File: config.mk
export PLATFORM = sky130hd
export DESIGN_NAME = cas_fwd_dir
export DESIGN_NICKNAME = d
export VERILOG_FILES = /design/src/rtl/cfq_pkg.sv /design/src/rtl/cfq_order.sv /design/src/rtl/cfq_answer.sv /design/src/rtl/cfq_validate.sv /design/src/rtl/cas_fwd_dir.sv
export SDC_FILE = /design/constraint.sdc
export NUM_CORES = 2
export LEC_CHECK = 0
export BUFFER_PORTS_ARGS = -buffer_cell sky130_fd_sc_hd__buf_2
export CAP_MARGIN = 20
export CORE_MARGIN = 5
export CORE_UTILIZATION = 45
export DETAILED_ROUTE_END_ITERATION = 7
export PLACE_DENSITY = 0.65
export RECOVER_POWER = 100
export SLEW_MARGIN = 10
export SYNTH_ARGS = -nofsm -noshare
export SYNTH_HDL_FRONTEND = slang
export SYNTH_HIERARCHICAL = 1
export SYNTH_SLANG_ARGS = --single-unit
File: constraint.sdc
create_clock -name clk_i -period 10.39 [get_ports clk_i]
set_clock_uncertainty 0.2 [all_clocks]
set_input_delay 1.039 -clock clk_i [delete_from_list [all_inputs] [get_ports clk_i]]
set_output_delay 1.039 -clock clk_i [all_outputs]
set_load 0.01 [all_outputs]
File: src/rtl/cfq_pkg.sv
package cfq_pkg;

  typedef enum logic [1:0] {
    VERDICT_NONE   = 2'd0,
    VERDICT_COMMIT = 2'd1,
    VERDICT_SQUASH = 2'd2
  } verdict_e;

  function automatic int idx_bits(int n);
    return (n < 2) ? 1 : $clog2(n);
  endfunction

endpackage

File: src/rtl/cfq_order.sv
// Arrival-order queue of core indices: pops committed heads, appends new
// requesters in ascending core index.
module cfq_order
  import cfq_pkg::*;
#(
  parameter int NUM_CORES = 4,
  localparam int IDX_W = idx_bits(NUM_CORES),
  localparam int CNT_W = idx_bits(NUM_CORES + 1)
) (
  input  logic                              clk_i,
  input  logic                              rst_i,
  input  logic [NUM_CORES-1:0]              push_i,
  input  logic [CNT_W-1:0]                  pop_i,
  output logic [NUM_CORES-1:0][IDX_W-1:0]   order_o,
  output logic [CNT_W-1:0]                  count_o
);

  logic [NUM_CORES-1:0][IDX_W-1:0] order_q, order_d;
  logic [CNT_W-1:0]                count_q, count_d;

  always_comb begin
    int fill;
    int src;
    order_d = '0;
    for (int p = 0; p < NUM_CORES; p++) begin
      src = p + int'(pop_i);
      if (src < int'(count_q)) order_d[p] = order_q[src];
    end
    fill = int'(count_q) - int'(pop_i);
    for (int c = 0; c < NUM_CORES; c++) begin
      if (push_i[c] && fill < NUM_CORES) begin
        order_d[fill] = IDX_W'(c);
        fill++;
      end
    end
    count_d = CNT_W'(fill);
  end

  always_ff @(posedge clk_i) begin
    if (rst_i) begin
      order_q <= '0;
      count_q <= '0;
    end else begin
      order_q <= order_d;
      count_q <= count_d;
    end
  end

  assign order_o = order_q;
  assign count_o = count_q;

endmodule

File: src/rtl/cfq_answer.sv
// Chooses which queued entries get answered this cycle and with what value.
module cfq_answer
  import cfq_pkg::*;
#(
  parameter int NUM_CORES = 4,
  parameter int DATA_W = 32,
  localparam int IDX_W = idx_bits(NUM_CORES),
  localparam int CNT_W = idx_bits(NUM_CORES + 1)
) (
  input  logic [NUM_CORES-1:0][IDX_W-1:0]  order_i,
  input  logic [CNT_W-1:0]                 count_i,
  input  logic [DATA_W-1:0]                line_i,
  input  logic [NUM_CORES-1:0]             fwd_have_i,
  input  logic [NUM_CORES-1:0]             ans_have_i,
  input  logic [NUM_CORES-1:0][DATA_W-1:0] new_i,
  input  logic                             eager_i,
  input  logic                             hold_i,
  output logic [NUM_CORES-1:0]             ans_now_o,
  output logic [NUM_CORES-1:0][DATA_W-1:0] ans_val_o
);

  always_comb begin
    int prev;
    ans_now_o = '0;
    ans_val_o = '0;
    for (int p = 0; p < NUM_CORES; p++) begin
      prev = (p == 0) ? 0 : p - 1;
      if (!hold_i && p < int'(count_i) && !ans_have_i[order_i[p]]) begin
        if (p == 0) begin
          ans_now_o[order_i[p]] = 1'b1;
          ans_val_o[order_i[p]] = line_i;
        end else if (eager_i && fwd_have_i[order_i[prev]]) begin
          ans_now_o[order_i[p]] = 1'b1;
          ans_val_o[order_i[p]] = new_i[order_i[prev]];
        end
      end
    end
  end

endmodule

File: src/rtl/cfq_validate.sv
// One-pass validation walk: commits the matching prefix, squashes from the
// first answered mismatch onward.
module cfq_validate
  import cfq_pkg::*;
#(
  parameter int NUM_CORES = 4,
  parameter int DATA_W = 32,
  localparam int IDX_W = idx_bits(NUM_CORES),
  localparam int CNT_W = idx_bits(NUM_CORES + 1)
) (
  input  logic [NUM_CORES-1:0][IDX_W-1:0]  order_i,
  input  logic [CNT_W-1:0]                 count_i,
  input  logic [DATA_W-1:0]                line_i,
  input  logic [NUM_CORES-1:0]             fwd_have_i,
  input  logic [NUM_CORES-1:0]             ans_have_i,
  input  logic [NUM_CORES-1:0][DATA_W-1:0] new_i,
  input  logic [NUM_CORES-1:0][DATA_W-1:0] ans_i,
  output verdict_e [NUM_CORES-1:0]         verdict_o,
  output logic [CNT_W-1:0]                 pop_o,
  output logic [DATA_W-1:0]                line_o
);

  always_comb begin
    logic [DATA_W-1:0] ref_v;
    logic              walking;
    logic              broken;
    int                done;
    ref_v   = line_i;
    walking = 1'b1;
    broken  = 1'b0;
    done    = 0;
    for (int c = 0; c < NUM_CORES; c++) verdict_o[c] = VERDICT_NONE;
    for (int p = 0; p < NUM_CORES; p++) begin
      if (p < int'(count_i)) begin
        if (walking) begin
          if (ans_have_i[order_i[p]] && ans_i[order_i[p]] != ref_v) begin
            verdict_o[order_i[p]] = VERDICT_SQUASH;
            walking = 1'b0;
            broken  = 1'b1;
          end else if (ans_have_i[order_i[p]] && fwd_have_i[order_i[p]]) begin
            verdict_o[order_i[p]] = VERDICT_COMMIT;
            ref_v = new_i[order_i[p]];
            done++;
          end else begin
            walking = 1'b0;
          end
        end else if (broken && ans_have_i[order_i[p]]) begin
          verdict_o[order_i[p]] = VERDICT_SQUASH;
        end
      end
    end
    pop_o  = CNT_W'(done);
    line_o = ref_v;
  end

endmodule

File: src/rtl/cas_fwd_dir.sv
module cas_fwd_dir
  import cfq_pkg::*;
#(
  parameter int NUM_CORES = 4,
  parameter int DATA_W = 32,
  parameter logic [DATA_W-1:0] LINE_INIT = '0
) (
  input  logic                          clk_i,
  input  logic                          rst_i,
  input  logic                          eager_en_i,
  input  logic [NUM_CORES-1:0]          req_i,
  input  logic [NUM_CORES-1:0]          fwd_i,
  input  logic [NUM_CORES*DATA_W-1:0]   fwd_data_i,
  input  logic                          validate_i,
  input  logic                          wr_i,
  input  logic [DATA_W-1:0]             wr_data_i,
  output logic [NUM_CORES-1:0]          rsp_valid_o,
  output logic [NUM_CORES*DATA_W-1:0]   rsp_data_o,
  output logic [NUM_CORES-1:0]          commit_o,
  output logic [NUM_CORES-1:0]          squash_o,
  output logic [DATA_W-1:0]             line_o
);

  localparam int IDX_W = idx_bits(NUM_CORES);
  localparam int CNT_W = idx_bits(NUM_CORES + 1);

  logic [NUM_CORES-1:0][DATA_W-1:0] fwd_data_w, new_w, ans_w, ans_val_w, rsp_data_q;
  logic [NUM_CORES-1:0]             queued_w, fwd_have_w, ans_have_w, ans_now_w;
  logic [NUM_CORES-1:0]             push_w, commit_w, squash_w;
  logic [NUM_CORES-1:0]             rsp_valid_q, commit_q, squash_q;
  verdict_e [NUM_CORES-1:0]         verdict_w;
  logic [NUM_CORES-1:0][IDX_W-1:0]  order_w;
  logic [CNT_W-1:0]                 count_w, pop_raw_w, pop_w;
  logic [DATA_W-1:0]                line_q, line_next_w;

  assign fwd_data_w = fwd_data_i;
  assign push_w     = req_i & ~queued_w;
  assign pop_w      = validate_i ? pop_raw_w : '0;

  always_comb begin
    for (int c = 0; c < NUM_CORES; c++) begin
      commit_w[c] = validate_i && (verdict_w[c] == VERDICT_COMMIT);
      squash_w[c] = validate_i && (verdict_w[c] == VERDICT_SQUASH);
    end
  end

  cfq_order #(.NUM_CORES(NUM_CORES)) i_order (
    .clk_i   (clk_i),
    .rst_i   (rst_i),
    .push_i  (push_w),
    .pop_i   (pop_w),
    .order_o (order_w),
    .count_o (count_w)
  );

  cfq_answer #(.NUM_CORES(NUM_CORES), .DATA_W(DATA_W)) i_answer (
    .order_i    (order_w),
    .count_i    (count_w),
    .line_i     (line_q),
    .fwd_have_i (fwd_have_w),
    .ans_have_i (ans_have_w),
    .new_i      (new_w),
    .eager_i    (eager_en_i),
    .hold_i     (validate_i),
    .ans_now_o  (ans_now_w),
    .ans_val_o  (ans_val_w)
  );

  cfq_validate #(.NUM_CORES(NUM_CORES), .DATA_W(DATA_W)) i_validate (
    .order_i    (order_w),
    .count_i    (count_w),
    .line_i     (line_q),
    .fwd_have_i (fwd_have_w),
    .ans_have_i (ans_have_w),
    .new_i      (new_w),
    .ans_i      (ans_w),
    .verdict_o  (verdict_w),
    .pop_o      (pop_raw_w),
    .line_o     (line_next_w)
  );

  // Per-core slot: queued flag, forwarded value, value handed out as answer.
  for (genvar c = 0; c < NUM_CORES; c++) begin : g_slot
    logic              queued_q, fwd_have_q, ans_have_q;
    logic [DATA_W-1:0] new_q, ans_q;

    always_ff @(posedge clk_i) begin
      if (rst_i) begin
        queued_q   <= 1'b0;
        fwd_have_q <= 1'b0;
        ans_have_q <= 1'b0;
        new_q      <= '0;
        ans_q      <= '0;
      end else if (commit_w[c]) begin
        queued_q   <= 1'b0;
        fwd_have_q <= 1'b0;
        ans_have_q <= 1'b0;
      end else begin
        if (push_w[c]) queued_q <= 1'b1;
        if (fwd_i[c]) begin
          fwd_have_q <= 1'b1;
          new_q      <= fwd_data_w[c];
        end
        if (squash_w[c]) begin
          ans_have_q <= 1'b0;
        end else if (ans_now_w[c]) begin
          ans_have_q <= 1'b1;
          ans_q      <= ans_val_w[c];
        end
      end
    end

    assign queued_w[c]   = queued_q;
    assign fwd_have_w[c] = fwd_have_q;
    assign ans_have_w[c] = ans_have_q;
    assign new_w[c]      = new_q;
    assign ans_w[c]      = ans_q;
  end

  always_ff @(posedge clk_i) begin
    if (rst_i) begin
      rsp_valid_q <= '0;
      rsp_data_q  <= '0;
      commit_q    <= '0;
      squash_q    <= '0;
      line_q      <= LINE_INIT;
    end else begin
      rsp_valid_q <= ans_now_w;
      for (int c = 0; c < NUM_CORES; c++) begin
        if (ans_now_w[c]) rsp_data_q[c] <= ans_val_w[c];
      end
      commit_q <= commit_w;
      squash_q <= squash_w;
      if (pop_w != '0) line_q <= line_next_w;
      else if (wr_i)   line_q <= wr_data_i;
    end
  end

  assign rsp_valid_o = rsp_valid_q;
  assign rsp_data_o  = rsp_data_q;
  assign commit_o    = commit_q;
  assign squash_o    = squash_q;
  assign line_o      = line_q;

endmodule

## Word-level counts from Yosys, hierarchy flattened

Cells that the tools add are included.

- Memories: 0
- Bits in registers: 451
- Bits in read-only memories: 0
- Bits in latches: 0
- Memory bits (writable): 0
- Bits of input ports: 173
- Output and inout port bits: 172
- Word-level logic and storage cells: 368

- Magnitude comparators: 32
- Div/mod/pow operators: 0
- Shift operators: 0
- Multiply operators: 0
- Bitwise logic cells: 41
- Reduce and logical (&&, ||, !) cells: 65
- Mux-type cells: 174
- Equality and inequality tests: 12
- Add/sub/neg operators: 11

Operator list:

| operator | count |
|---|---|
| $mux 32 | 32 |
| $mux 128 | 7 |
| $bmux 32 s2 | 8 |
| $bwmux 128 | 3 |
| $lt 32x4->1 const B | 11 |
| $demux 32 s2 | 4 |
| $mux 8 | 21 |
| $and 128x128->128 | 1 |
| $ge 32x1->1 const B | 4 |
| $ne 32x32->1 | 4 |
| $add 32x2->32 const B | 3 |
| $lt 32x4->1 | 3 |
| $mux 3 | 15 |
| $or 4x4->4 | 11 |
| $logic_and 1x1->1 | 42 |
| $mux 2 | 19 |
| $and 4x4->4 | 9 |
| $not 4->4 | 9 |
| $mux 1 | 33 |
| $demux 2 s2 | 8 |
| $mux 4 | 7 |
| $bmux 1 s2 | 8 |
| $bmux 2 s2 | 4 |
| $add 3x2->3 const B | 4 |
| 24 further kinds | 65 |

## Depth between registers and ports, before layout

- Depth in word-level cells: 38
- Depth in mapped cells: 52
- Mapped depth without buffers: 42

## Modules after synthesis

Netlist, hierarchy kept.

Modules (own cells, without submodules):

| module | sequential area each (µm²) | cells each | times used | area an instance (µm²) |
|---|---|---|---|---|
| cas_fwd_dir | 8,808.4 | 2,107 | 1 | 20,219.4 |
| cfq_validate | 0.0 | 1,089 | 1 | 11,497.3 |
| cfq_answer | 0.0 | 929 | 1 | 6,797.8 |
| cfq_order | 220.2 | 304 | 1 | 2,354.8 |

## Worst setup path after synthesis

OpenSTA, ideal clock, no wires.

- Path type: register to register
- From: register i_order.order_q, in the netlist i_order/order_o[1]
- To: register i_order.count_q[2] (netlist: i_order/count_o[2])
- Buffers on the path: 10
- Slack: -0.472 ns
- Library setup time: 0.079 ns
- Arrival: 10.583 ns
- Required time: 10.111 ns
- Cell stages (with the launch flop): 52
- Period minus slack after synthesis: 10.862 ns
- Path through: dfxtp_1 > buf_2 > buf_2 > buf_2 > buf_2 > clkbuf_1 > mux4_2 > xnor2_1 > nand4_1 > nor4_1 > nand4_1 > mux2_4 > buf_2 > nor3_1 > a211oi_1 > a211oi_1 > nand3_1 > or4_4 > [... 16 more ...] > o21ai_1 > xnor2_1 > inv_1 > ha_1 > nand4_1 > ha_1 > nor2_1 > and3_1 > nand4_1 > nand4bb_1 > nor2b_4 > mux2_2 > inv_1 > ha_1 > nand2_1 > nor3_1 > a22oi_1 > o211ai_1

- Word-level cells in the longest chain between the ends: 35
- Elaborated cells on any way between the ends: 73
- Classes of those cells: add/sub: 8; order compare: 4; eq/ne: 4; mux: 48; reduce/logical: 9

Ends and longest elaborated chain:

| element | line | text |
|---|---|---|
| start, declared | cfq_order.sv:18 | `logic [NUM_CORES-1:0][IDX_W-1:0] order_q, order_d;` |
| start signal, assigned | cfq_order.sv:44 | `order_q <= order_d;` |
| $bmux 32 s2 (tied with other cells) | cfq_validate.sv:36 | `if (ans_have_i[order_i[p]] && ans_i[order_i[p]] != ref_v) begin` |
| $mux 32 (implied by the code) (tied with other cells) | cfq_validate.sv:36 |  |
| $ne 32x32->1 or $logic_and 1x1->1 (tied branches) | cfq_validate.sv:36, cfq_validate.sv:40 |  |
| $logic_and 1x1->1 (tied with other cells) | cfq_validate.sv:36 |  |
| $mux 1 or $mux 32 (tied branches) | cfq_validate.sv:36 |  |
| $mux 3 or $mux 32 (tied branches) | cfq_validate.sv:34 | `if (p < int'(count_i)) begin` |
| $add 3x2->3 or $ne 32x32->1 (tied branches) | cfq_validate.sv:43, cfq_validate.sv:36 |  |
| $mux 3 or $logic_and 1x1->1 (tied branches) | cfq_validate.sv:40, cfq_validate.sv:36 |  |
| [... 13 more ...] | n/a |  |
| named net pop_raw_w[0] | cas_fwd_dir.sv:33 | `logic [CNT_W-1:0] count_w, pop_raw_w, pop_w;` |
| [... 1 more ...] | n/a |  |
| named net pop_w[0] | cas_fwd_dir.sv:33 |  |
| [... 5 more ...] | n/a |  |
| $logic_and 1x1->1 | cfq_order.sv:31 | `if (push_i[c] && fill < NUM_CORES) begin` |
| $mux 32 * | cfq_order.sv:31 |  |
| $lt 32x4->1 | cfq_order.sv:31 |  |
| $logic_and 1x1->1 | cfq_order.sv:31 |  |
| $mux 32 * | cfq_order.sv:31 |  |
| $lt 32x4->1 | cfq_order.sv:31 |  |
| $logic_and 1x1->1 | cfq_order.sv:31 |  |
| $mux 3 * | cfq_order.sv:31 |  |
| end signal, assigned | cfq_order.sv:45 | `count_q <= count_d;` |
| end, declared | cfq_order.sv:19 | `logic [CNT_W-1:0] count_q, count_d;` |

The timed path passes the listed nets; every way through them passes the cells marked *. The select of a mux whose other input is x is not followed.
A chain may end at the register's enable or synchronous reset.

## Worst setup path in the final report

- From: register i_order.order_q, in the netlist i_order/order_o[0]
- To: register i_order.count_q[2] (netlist: i_order/count_o[2])

Same word-level chain as after synthesis.

==> metrics.txt <==
chip width 311 um; Placement Rows 110; final hold vios 0; Max-cap violations 0; Clock Sinks 451; Critical Path RT 10.77 ns; fmax 93.0 MHz; dpl hpwl 153,000 um; Post-synth EDFFs 0; Synth cell types 112; RSZ-0062 raised after global routing true; Reg2Reg Setup Slack -0.36 ns; die area 96,900 um^2; Ys Warns 6; Crit path top cell by count nand4_1; crit path capture type flop; worst skew pair latency 0.69 ns; pin count of the biggest net entering global routing 233; fillers 8,225; detail-routed via count per cell 6.87; slowest cell on the critical path or4_4; max-slew violation count 0; asr flop ratio synth 0; cts hold-fix bufs 0; DRT Pass-1 Iters 7; CTS tree done; Startpoint Class flop; register bit total from synthesis 451; first-pass GRT wire length 291,000 um; clk buf depth 3; Top delay family on crit path simple AND/OR/NAND/NOR gates; Detail Route Antenna Nets 0; Area growth syn-to-layout 22.0%; Max VDD drop 0.251 mV; CP arrival 11.13 ns; WL/cell 33.2 um; HP Class flop to flop; CTS root buffer clkbuf_16; htree depth 2; port bufs 344; Hold Worst Slack 0.267 ns; failing checks negative setup slack; top cell type's share of synthesized area 0.221; Num CTS Buffers 54; initial antenna violation count 3; worst rel slew slack 0.0908; Clk pin slew, worst setup/hold paths 0.06 ns; Antenna diodes 0; Setup WS post-layout -0.358 ns; synthesized cell area 40,900 um^2; Crit path buffers/inverters 13; most area-consuming cells after synthesis dfxtp_1 (22%), mux4_2 (18%), mux2i_1 (9.0%); starting density of the core 0.453; Die H 311 um; number of global-route vias before repair 39,769; pwr/cell area 157 nW/um^2; Core Box Area 90,100 um^2; status finished, violations left; final WL 206,000 um; Synth area leader dfxtp_1; io pins 345; GP Congestion 1.06; Synth Instances 4,429; Avg Cell Area, Syn 9.23 um^2; Tmin final 10.75 ns; Total Routing Usage GR 0.404; DR vias 42,711; # setup viols final 11; Initial DRC Count 5,722; final worst path period share 1.03; crit path kind flop to flop; CP Max Fanout 7; Seq/Total Area, Yosys 0.221; net count after synthesis 4,643; Leak 0.0176 uW; DR DRC count 0; Nets 5,214; grt ovf 0; largest stage delay on the critical path 0.59 ns; total power 7830 uW; layout cells sized above 1 0.296; Primary FF master, synth dfxtp_1; Tightest Pin Transition 1.35 ns
==> per-stage QoR <==
step / util / setup slack (ns) / std cells / instance area, um^2 / TNS (ns)
global route: 0.553 / -0.542 / 6220 / 49800 / -5.32
detailed placement: 0.520 / -0.903 / 6076 / 46900 / -9.43
finish: 0.553 / -0.358 / 6220 / 49800 / -3.00
CTS: 0.549 / -0.157 / 6197 / 49500 / -0.847
floorplan: - / 0.00540 / 4429 / 40900 / 0
global placement: 0.520 / -0.793 / 6073 / 46800 / -8.07
==> layout make-up <==
cell class | count | area (um^2) | share of cell area
inverters | 49 | 201 | 0.00404
well taps | 1176 | 1470 | 0.0295
clock inverters | 24 | 317 | 0.00635
flip-flops and latches | 451 | 9060 | 0.182
repair buffers | 983 | 6840 | 0.137
clock buffers | 76 | 1550 | 0.0310
multi-input cells | 3461 | 30400 | 0.610
==> per-layer routing <==
layer,track usage,up-vias,routed length (um)
met4,0.339,0,23400
li1,-,18341,-
met5,0,-,0
met1,0.474,20708,72100
met3,0.0821,843,19100
met2,0.638,2819,91900
==> cell usage after synthesis, drive strengths merged (30+ instances only) <==
cell,number
clkbuf,226
mux2i,368
o21ai,250
nor2b,37
inv,49
o211ai,46
nand4,49
nor3,38
a211oi,65
dfxtp,451
nor3b,141
and3,30
xnor2,132
ha,38
mux4,330
nand2,263
xor2,46
a311oi,98
o311ai,130
o22ai,141
nand2b,269
buf,244
nand4b,131
mux2,76
a31oi,143
nand3,32
a21oi,60
nor2,333
==> placed cells by master, fill, tap and decap left out, types with 55 or more instances in the layout <==
master,synthesis,routed
buf_4,23,552
dfxtp_1,451,443
mux2i_1,367,355
mux4_2,330,330
nor2_1,331,324
nand2b_1,269,269
nand2_1,262,256
buf_2,152,197
clkbuf_1,226,181
o21ai_0,164,150
a31oi_1,143,143
nor3b_1,140,140
o22ai_1,140,140
nand4b_1,131,131
xnor2_1,132,112
o311ai_1,110,110
a311oi_1,97,97
o21ai_1,85,91
clkbuf_16,0,55
==> flip-flops by register name, summed over array words and instances, names as in the netlist <==
signal	cells
squash_o	4
g_slot.fwd_have_q	4
g_slot.queued_q	4
line_o	32
g_slot.new_q	128
g_slot.ans_q	128
commit_o	4
i_order/order_o	8
g_slot.ans_have_q	4
rsp_data_o	128
rsp_valid_o	4
i_order/count_o	3
==> kinds of logic (layout without fill, tap and decap cells) <==
logic type | count (synthesis) | after routing | share of synthesized area
adders and majority gates | 41 | 41 | 0.0131
AOI/OAI and AO/OA | 1059 | 1059 | 0.180
DFF | 451 | 451 | 0.221
xor gates and xnor gates | 178 | 178 | 0.0381
and+or+nand+nor | 1407 | 1408 | 0.195
buffers and inverters | 519 | 1132 | 0.0599
muxes | 774 | 775 | 0.293
==> repair_timing <==
item,4_1_cts,5_1_grt
buffers inserted,17,21
pin swaps,53,65
cloned,5,0
setup endpoints to repair,11,11
resized for setup,105,98
==> worst paths after layout <==
path | start | to | depth (start not counted)
worst max-delay path | i_order/order_o[0] | i_order/count_o[2] | 48
worst min-delay path | g_slot[1].queued_q | g_slot[1].queued_q | 1
worst max register to register | i_order/order_o[0] | i_order/count_o[2] | 48
worst min register to register | g_slot[1].queued_q | g_slot[1].queued_q | 1
==> where the power goes <==
part	internal [uW]	leakage (uW)	switching [uW]
Clock	1170	0.000918	867
Combinational	1510	0.0130	2350
Sequential	1810	0.00368	130
(Power assumes the default switching activity.)
